--- config.mk ---
export PLATFORM = sky130hd
export DESIGN_NAME = uart_xcvr
export DESIGN_NICKNAME = d
export VERILOG_FILES = /design/src/rtl/uart_xcvr.sv
export SDC_FILE = /design/constraint.sdc
export NUM_CORES = 1
export LEC_CHECK = 0
export CAP_MARGIN = 20
export CORE_MARGIN = 1.5
export CORE_UTILIZATION = 40
export CTS_BUF_LIST = sky130_fd_sc_hd__clkbuf_16
export CTS_CLUSTER_DIAMETER = 200
export DETAILED_ROUTE_END_ITERATION = 8
export GPL_TIMING_DRIVEN = 0
export HOLD_SLACK_MARGIN = 0.12
export RECOVER_POWER = 25
export SLEW_MARGIN = 10
export SYNTH_ARGS = -nofsm -noshare
export SYNTH_HDL_FRONTEND = slang
export SYNTH_SLANG_ARGS = --single-unit
--- constraint.sdc ---
create_clock -name clk -period 4 [get_ports clk]
set_clock_uncertainty 0.1 [all_clocks]
set_input_delay 0.8 -clock clk [delete_from_list [all_inputs] [get_ports clk]]
set_output_delay 0.8 -clock clk [all_outputs]
set_load 0.05 [all_outputs]
--- src/rtl/uart_xcvr.sv ---
module uart_xcvr #(
  parameter int OSR = 16,
  parameter int DW  = 8
) (
  input  logic          clk,
  input  logic          rst_n,
  input  logic          os_tick,
  input  logic          tx_stop2,
  input  logic          rx_stop2,
  input  logic [DW-1:0] tx_data,
  input  logic          tx_valid,
  output logic          tx_ready,
  output logic          txd,
  input  logic          rxd,
  output logic [DW-1:0] rx_data,
  output logic          rx_valid,
  output logic          rx_frame_err,
  output logic          rx_stop2_err
);
  localparam int CW = $clog2(OSR);
  localparam int TB = $clog2(DW + 3);
  localparam int RB = $clog2(DW);
  localparam logic [CW-1:0] MID  = CW'(OSR / 2 - 1);
  localparam logic [CW-1:0] LAST = CW'(OSR - 1);
  localparam logic [TB-1:0] END1 = TB'(DW + 1);
  localparam logic [TB-1:0] END2 = TB'(DW + 2);
  localparam logic [RB-1:0] TOPB = RB'(DW - 1);

  // transmitter
  logic          tx_busy, tx_two;
  logic [CW-1:0] tx_cnt;
  logic [TB-1:0] tx_bit;
  logic [DW+2:0] tx_sh;

  assign tx_ready = !tx_busy;
  assign txd      = tx_sh[0];

  always_ff @(posedge clk or negedge rst_n) begin
    if (!rst_n) begin
      tx_busy <= 1'b0;
      tx_two  <= 1'b0;
      tx_cnt  <= '0;
      tx_bit  <= '0;
      tx_sh   <= '1;
    end else if (!tx_busy) begin
      if (tx_valid) begin
        tx_busy <= 1'b1;
        tx_two  <= tx_stop2;
        tx_cnt  <= '0;
        tx_bit  <= '0;
        tx_sh   <= {2'b11, tx_data, 1'b0};
      end
    end else if (os_tick) begin
      if (tx_cnt == LAST) begin
        tx_cnt <= '0;
        tx_sh  <= {1'b1, tx_sh[DW+2:1]};
        if (tx_bit == (tx_two ? END2 : END1)) tx_busy <= 1'b0;
        else tx_bit <= tx_bit + 1'b1;
      end else begin
        tx_cnt <= tx_cnt + 1'b1;
      end
    end
  end

  // receiver
  typedef enum logic [2:0] {RX_IDLE, RX_START, RX_DATA, RX_STOP1, RX_STOP2} rx_st_e;
  rx_st_e        rx_st;
  logic          rx_m, rx_s, rx_q, rx_two;
  logic [CW-1:0] rx_cnt;
  logic [RB-1:0] rx_bit;
  logic [DW-1:0] rx_sh;
  logic          fall;

  assign fall = rx_q & ~rx_s;

  always_ff @(posedge clk or negedge rst_n) begin
    if (!rst_n) begin
      rx_m <= 1'b1;
      rx_s <= 1'b1;
      rx_q <= 1'b1;
    end else begin
      rx_m <= rxd;
      rx_s <= rx_m;
      rx_q <= rx_s;
    end
  end

  always_ff @(posedge clk or negedge rst_n) begin
    if (!rst_n) begin
      rx_st        <= RX_IDLE;
      rx_two       <= 1'b0;
      rx_cnt       <= '0;
      rx_bit       <= '0;
      rx_sh        <= '0;
      rx_data      <= '0;
      rx_valid     <= 1'b0;
      rx_frame_err <= 1'b0;
      rx_stop2_err <= 1'b0;
    end else begin
      rx_valid     <= 1'b0;
      rx_stop2_err <= 1'b0;
      case (rx_st)
        RX_IDLE:
          if (fall) begin
            rx_st  <= RX_START;
            rx_cnt <= '0;
            rx_two <= rx_stop2;
          end
        RX_START:
          if (os_tick) begin
            if (rx_cnt == MID) begin
              rx_cnt <= '0;
              rx_bit <= '0;
              rx_st  <= rx_s ? RX_IDLE : RX_DATA;
            end else begin
              rx_cnt <= rx_cnt + 1'b1;
            end
          end
        RX_DATA:
          if (os_tick) begin
            if (rx_cnt == LAST) begin
              rx_cnt <= '0;
              rx_sh  <= {rx_s, rx_sh[DW-1:1]};
              if (rx_bit == TOPB) rx_st <= RX_STOP1;
              else rx_bit <= rx_bit + 1'b1;
            end else begin
              rx_cnt <= rx_cnt + 1'b1;
            end
          end
        RX_STOP1:
          if (os_tick) begin
            if (rx_cnt == LAST) begin
              rx_cnt       <= '0;
              rx_valid     <= 1'b1;
              rx_data      <= rx_sh;
              rx_frame_err <= ~rx_s;
              rx_st        <= rx_two ? RX_STOP2 : RX_IDLE;
            end else begin
              rx_cnt <= rx_cnt + 1'b1;
            end
          end
        RX_STOP2:
          if (fall) begin
            rx_st  <= RX_START;
            rx_cnt <= '0;
            rx_two <= rx_stop2;
          end else if (os_tick) begin
            if (rx_cnt == LAST) begin
              rx_stop2_err <= ~rx_s;
              rx_st        <= RX_IDLE;
            end else begin
              rx_cnt <= rx_cnt + 1'b1;
            end
          end
        default: rx_st <= RX_IDLE;
      endcase
    end
  end


  tx_idle_high_chk: assert property (@(posedge clk) disable iff (!rst_n)
    tx_ready |-> txd);


  tx_start_low_chk: assert property (@(posedge clk) disable iff (!rst_n)
    (tx_valid && tx_ready) |=> (!tx_ready && !txd));


  tx_hold_chk: assert property (@(posedge clk) disable iff (!rst_n)
    (!tx_ready && !os_tick) |=> ($stable(txd) && !tx_ready));


  rx_pulse_chk: assert property (@(posedge clk) disable iff (!rst_n)
    rx_valid |=> !rx_valid);


  stop2_pulse_chk: assert property (@(posedge clk) disable iff (!rst_n)
    rx_stop2_err |=> !rx_stop2_err);


  stop2_apart_chk: assert property (@(posedge clk) disable iff (!rst_n)
    rx_stop2_err |-> !rx_valid);


  stop2_mode_chk: assert property (@(posedge clk) disable iff (!rst_n)
    rx_stop2_err |-> rx_two);
endmodule

==> results_dict.tcl, run 1 <==
set metrics [dict create \
    r2r-end "rx_data[2]" \
    ios 28 \
    vdd_drop_max_v 0.0002326 \
    diodes 0 \
    routedLengthMet1_um 2227 \
    clock_latency_ps 290 \
    hold_depth 0 \
    cts_buffers 5 \
    drive_gt1_share_pct 21.46 \
    drtAntennaViolNets 0 \
    drt_iter0_drc 99 \
    final_cells 336 \
    root_buffer "clkbuf_16" \
    layout_commonest_cell "dfrtp_1" \
    min_to "rx_s" \
    utilization_pct 50.58 \
    clkTransAtPathRegs_ps 70 \
    postCtsResizedCells 0 \
    hold_start "rx_m" \
    final_cell_mix "dfrtp_1, nand2_1, clkdlybuf4s50_1" \
    tns_ps 0 \
    failed_checks "capacitance limit, slew limit" \
    total_power_mw 1.715 \
    place_ws_ps 1236 \
    yosys_warnings 0 \
    antenna_found_initial 0 \
    grt_max_degree 28 \
    cts_buffer_depth 2 \
    core_um2 5991 \
    num_rows 28 \
    tightest_slew_ps 1569 \
    io_buffer_count 27 \
    wl_met2_um 2005 \
    critical_path_arrival_ps 1760 \
    fmax_mhz 375.4 \
    drc 0 \
    area_delta_synth_final_pct 21.16 \
    avgSynthCellArea_um2 11.12 \
    rsz0062_at_grt "false" \
    synth_nets 245 \
    path_max_fanout 8 \
    max_stage_delay_ps 770 \
    netlist-cell-type-count 50 \
    viasPerCell 5.188 \
    reg2reg_slack_ps 1980 \
    dp.cells 328 \
    dpl.hpwl_um 3204 \
    crit_required_ps 3100 \
    timing.rr.start "rx_cnt[0]" \
    htree_levels 2 \
    maxSlewViolCount 27 \
    path_cells "clkinv_1, clkdlybuf4s50_1" \
    leakage_nw 1.363 \
    synth-main-ff-cell "dfrtp_1" \
    start_util_pct 41.75 \
    met3_length_um 127 \
    grt_pass1_vias 1703 \
    setup_ws_ps 1336 \
    yosysSeqAreaShare_pct 52.63 \
    layout.nets 280 \
    grt_pass1_wl_um 7941 \
    grt_overflow_total 0 \
    finalSetupViolCount 0 \
    routed_wl_um 4424 \
    gp_congestion 0.7693 \
    fin_crit_sh_pct 66.59 \
    p_per_area_nw_per_um2 565.9 \
    cts.sinks 52 \
    ff2ff_path_depth 4 \
    die_area_um2 6736 \
    firstDrtPassIters 4 \
    synthCells 225 \
    post_drt_wl_per_cell_um 13.17 \
    cts_setup_buffers 0 \
    die_h_um 82.08 \
    syn-cell-area_um2 2501 \
    hp-class "flip-flop to flip-flop" \
    die_x_um 82.08 \
    cp-end-kind "primary output" \
    critPathLaunchType "flip-flop" \
    slew_headroom_pct -4.610 \
    dr.max_layer_used "met4" \
    routed-via-count 1743 \
    cap_violations 1 \
    grt_use_total_pct 15.69 \
    period_needed_ps 2664 \
    tritoncts "done" \
    cp_slowest_cell "clkdlybuf4s50_1" \
    synth-async-reset-ratio_pct 100.0 \
    run_status "finished with violations" \
    synth-edff-count 0 \
    final_hold_viol_count 0 \
    postCtsHoldBufs 0 \
    ys_ff_latch 52 \
    crit_type "flip-flop to primary output" \
]
-- logic make-up after synthesis --
family / count (synthesis) / synth area share (%)
AOI/OAI and AO/OA: 40 / 10.11
muxes: 34 / 14.81
and+or+nand+nor: 74 / 16.11
DFF: 52 / 52.63
adders and majority gates: 5 / 2.501
xor gates and xnor gates: 2 / 0.7005
buffers and inverters: 18 / 3.152
-- critical path, delay by kind of cell, from the launching register on --
kind	cells	cell delay (ps)
buffers and inverters	2	1030
flip-flops	1	440
-- worst max path at each step --
| stage | end | slack, ps | from | cells past startpoint |
|---|---|---|---|---|
| 5_1_grt | tx_ready | 1260 | tx_busy | 2 |
| 6_report | tx_ready | 1340 | tx_busy | 2 |
| 4_1_cts | tx_ready | 1340 | tx_busy | 2 |
| 3_5_place_dp | rx_data[2] | 1240 | os_tick | 4 |
| 2_1_floorplan | rx_data[0] | 2070 | os_tick | 3 |
| 3_3_place_gp | rx_data[5] | 400 | rst_n | 1 |
-- sequential cells by signal, indices dropped and copies added, names as in the netlist, 3 cells and up --
register,flops
rx_bit,3
rx_cnt,4
rx_data,8
tx_cnt,4
tx_sh,9
tx_bit,4
rx_st,3
rx_sh,8
-- routing by layer --
layer	global-route usage [%]	vias to the layer above
met2	23.69	25
met1	22.21	844
met3	3.333	5
met5	0	-
met4	5.593	0
li1	-	869
-- area by class of cell --
| type | instances | area [µm²] |
|---|---|---|
| multi-input combinational | 155 | 1106 |
| timing repair buffer | 28 | 284.0 |
| clock buffer | 5 | 125.1 |
| tap | 75 | 93.84 |
| inverter | 8 | 30.03 |
| buffer | 10 | 48.80 |
| fill | 547 | 2960 |
| sequential | 52 | 1316 |
| clock inverter | 3 | 26.28 |
-- per-stage QoR --
step	cell area, µm²	hold WS [ps]
detailed placement	2880	249.9
global placement	2865	245.9
floorplan	2501	245.2
CTS	3032	260.9
global route	3030	270.2
finish	3030	264.5
-- cell usage after synthesis, types with 2 or more instances --
cell type	n	area, µm²
buf_2	6	30.03
dfrtp_1	40	1001
nand4_1	3	18.77
o21ai_0	20	100.1
nor2_1	10	37.54
nor2_2	2	12.51
clkbuf_1	2	7.510
inv_1	7	26.28
nand3_1	6	30.03
mux2i_1	13	130.1
mux2_2	19	214.0
and3_1	3	18.77
a21oi_1	6	30.03
ha_1	5	62.56
nand3b_1	2	15.01
nor2b_1	2	12.51
nand2_1	30	112.6
a31oi_1	3	18.77
dfstp_2	12	315.3
nand2b_1	3	18.77
and2_1	2	12.51
-- report_power, final --
| group | internal, mW | leakage [nW] | total [mW] | switching, mW |
|---|---|---|---|---|
| clock network | 0.238 | 0.0748 | 0.439 | 0.201 |
| registers | 0.683 | 0.647 | 0.782 | 0.0986 |
| logic | 0.229 | 0.641 | 0.494 | 0.265 |
| total | 1.15 | 1.36 | 1.71 | 0.565 |
No activity file was read; power rests on OpenSTA's default activity.
==> run 2: changes to the inputs <==
Clock period 4 ns to 2.24 ns, I/O delays scaled along.
==> results_dict.tcl, run 2 (synthesis results as in run 1) <==
set metrics [dict create \
    run_status "finished, final reports clean" \
    path_buf_inv 1 \
    hp-class "flip-flop to flip-flop" \
    fmax_mhz 459.1 \
    slew_headroom_pct 50.90 \
    path_max_fanout 3 \
    vdd_drop_max_v 0.0004153 \
    pwr-share-seq_pct 45.6 \
    regArea_um2 1316 \
    tightest_slew_ps 736.5 \
    tns_ps 0 \
    finalSetupViolCount 0 \
    critical_path_arrival_ps 1630 \
    gp_congestion 0.7693 \
    fill_cells 545 \
    cellInternalPower_mw 2.054 \
    cts_buffers 5 \
    multi_input_area_um2 1106 \
    cap_violations 0 \
    ff2ff_path_depth 4 \
    root_buffer "clkbuf_16" \
    area_delta_synth_final_pct 21.56 \
    io_buffer_count 27 \
    die_x_um 82.08 \
    layout_commonest_cell "dfrtp_1" \
    tritoncts "done" \
    cts_buffer_depth 2 \
    layout.nets 281 \
    hold_depth 0 \
    routed-via-count 1748 \
    fin_crit_sh_pct 97.24 \
    reg.largest.list "tx_sh: 9 flops, rx_data: 8 flops, rx_sh: 8 flops" \
    viasPerCell 5.187 \
    period_needed_ps 2178 \
    path_cells "clkdlybuf4s50_1" \
    core_um2 5991 \
    drtAntennaViolNets 0 \
    largest_reg_flops 9 \
    design_area_um2 3040 \
    antenna_found_initial 0 \
    crit_required_ps 1690 \
    grt_use_total_pct 15.69 \
    final_cell_mix "dfrtp_1, nand2_1, clkdlybuf4s50_1" \
    clock_latency_ps 290 \
    grt_overflow_total 0 \
    routed_wl_um 4428 \
    max_stage_delay_ps 800 \
    leakage_nw 1.375 \
    drc 0 \
    start_util_pct 41.75 \
    firstDrtPassIters 4 \
    final_hold_viol_count 0 \
    grt_pass1_wl_um 7941 \
    critPathLaunchType "flip-flop" \
    cts.sinks 52 \
    rsz0062_at_grt "false" \
    dpl.hpwl_um 3204 \
    setup_ws_ps 61.73 \
    total_power_mw 3.064 \
    grt_pass1_vias 1703 \
    top_register "tx_sh" \
    place_ws_ps -172.5 \
    post_drt_wl_per_cell_um 13.14 \
    num_rows 28 \
    utilization_pct 50.75 \
    critPathTopFamily "buffers and inverters" \
    maxSlewViolCount 0 \
    htree_levels 2 \
    grt_max_degree 28 \
    place_area_um2 2880 \
    swShare_pct 32.95 \
    cp_slowest_cell "clkdlybuf4s50_1" \
    cp-end-kind "primary output" \
    ios 28 \
    drt_iter0_drc 93 \
    p_per_area_nw_per_um2 1008 \
    clkTransAtPathRegs_ps 70 \
    die_area_um2 6736 \
    path_depth 1 \
    diodes 0 \
    pwr-share-comb_pct 28.9 \
    clockPowerShare_pct 25.6 \
    crit_type "flip-flop to primary output" \
    cts_setup_buffers 0 \
    switchingPower_mw 1.010 \
    die_h_um 82.08 \
    drive_gt1_share_pct 21.76 \
]
## run 2: cell type report
type | count | area share (%)
sequential | 52 | 43.29
multi-input combinational | 155 | 36.38
timing repair buffer | 29 | 9.671
clock buffer | 5 | 4.115
tap | 75 | 3.086
buffer | 10 | 1.605
inverter | 8 | 0.9877
clock inverter | 3 | 0.8642
## run 2: metal layers
layer  vias up  global-route usage [%]  routed length (µm)
met5         -                       0                   0
met2        26                   23.69                1993
met1       845                   22.21                2240
met3         5                   3.333                 129
met4         0                   5.593                  64
li1        872                       -                   -
## run 2: metrics by stage
step                      instances  hold WS [ps]
after floorplan                 225         52.41
after global placement          327         245.9
after detailed placement        328         249.9
after CTS                       337         260.9
after global routing            337         270.2
final                           337         264.5
## run 2: worst paths after layout
check,to,start,slack (ps)
max,txd,tx_sh[0],60
min,rx_s,rx_m,260
max reg2reg,rx_data[2],rx_cnt[0],230
min reg2reg,rx_s,rx_m,260
max in group asynchronous,rx_m,rst_n,730
min in group asynchronous,tx_cnt[1],rst_n,650
## run 2: what timing repair did
action	CTS	global route
hold buffers	1	0
endpoints found under the hold margin	17	0
gates resized for setup	1	0
endpoints found under the setup margin	1	0
## run 2: power groups by stage
stage	logic (mW)	clock network (mW)	registers [mW]
floorplan	0.680	0	1.40
global placement	0.873	0	1.41
detailed placement	0.889	0	1.41
CTS	0.896	0.806	1.40
global route	1.03	0.846	1.43
finish	0.885	0.783	1.40
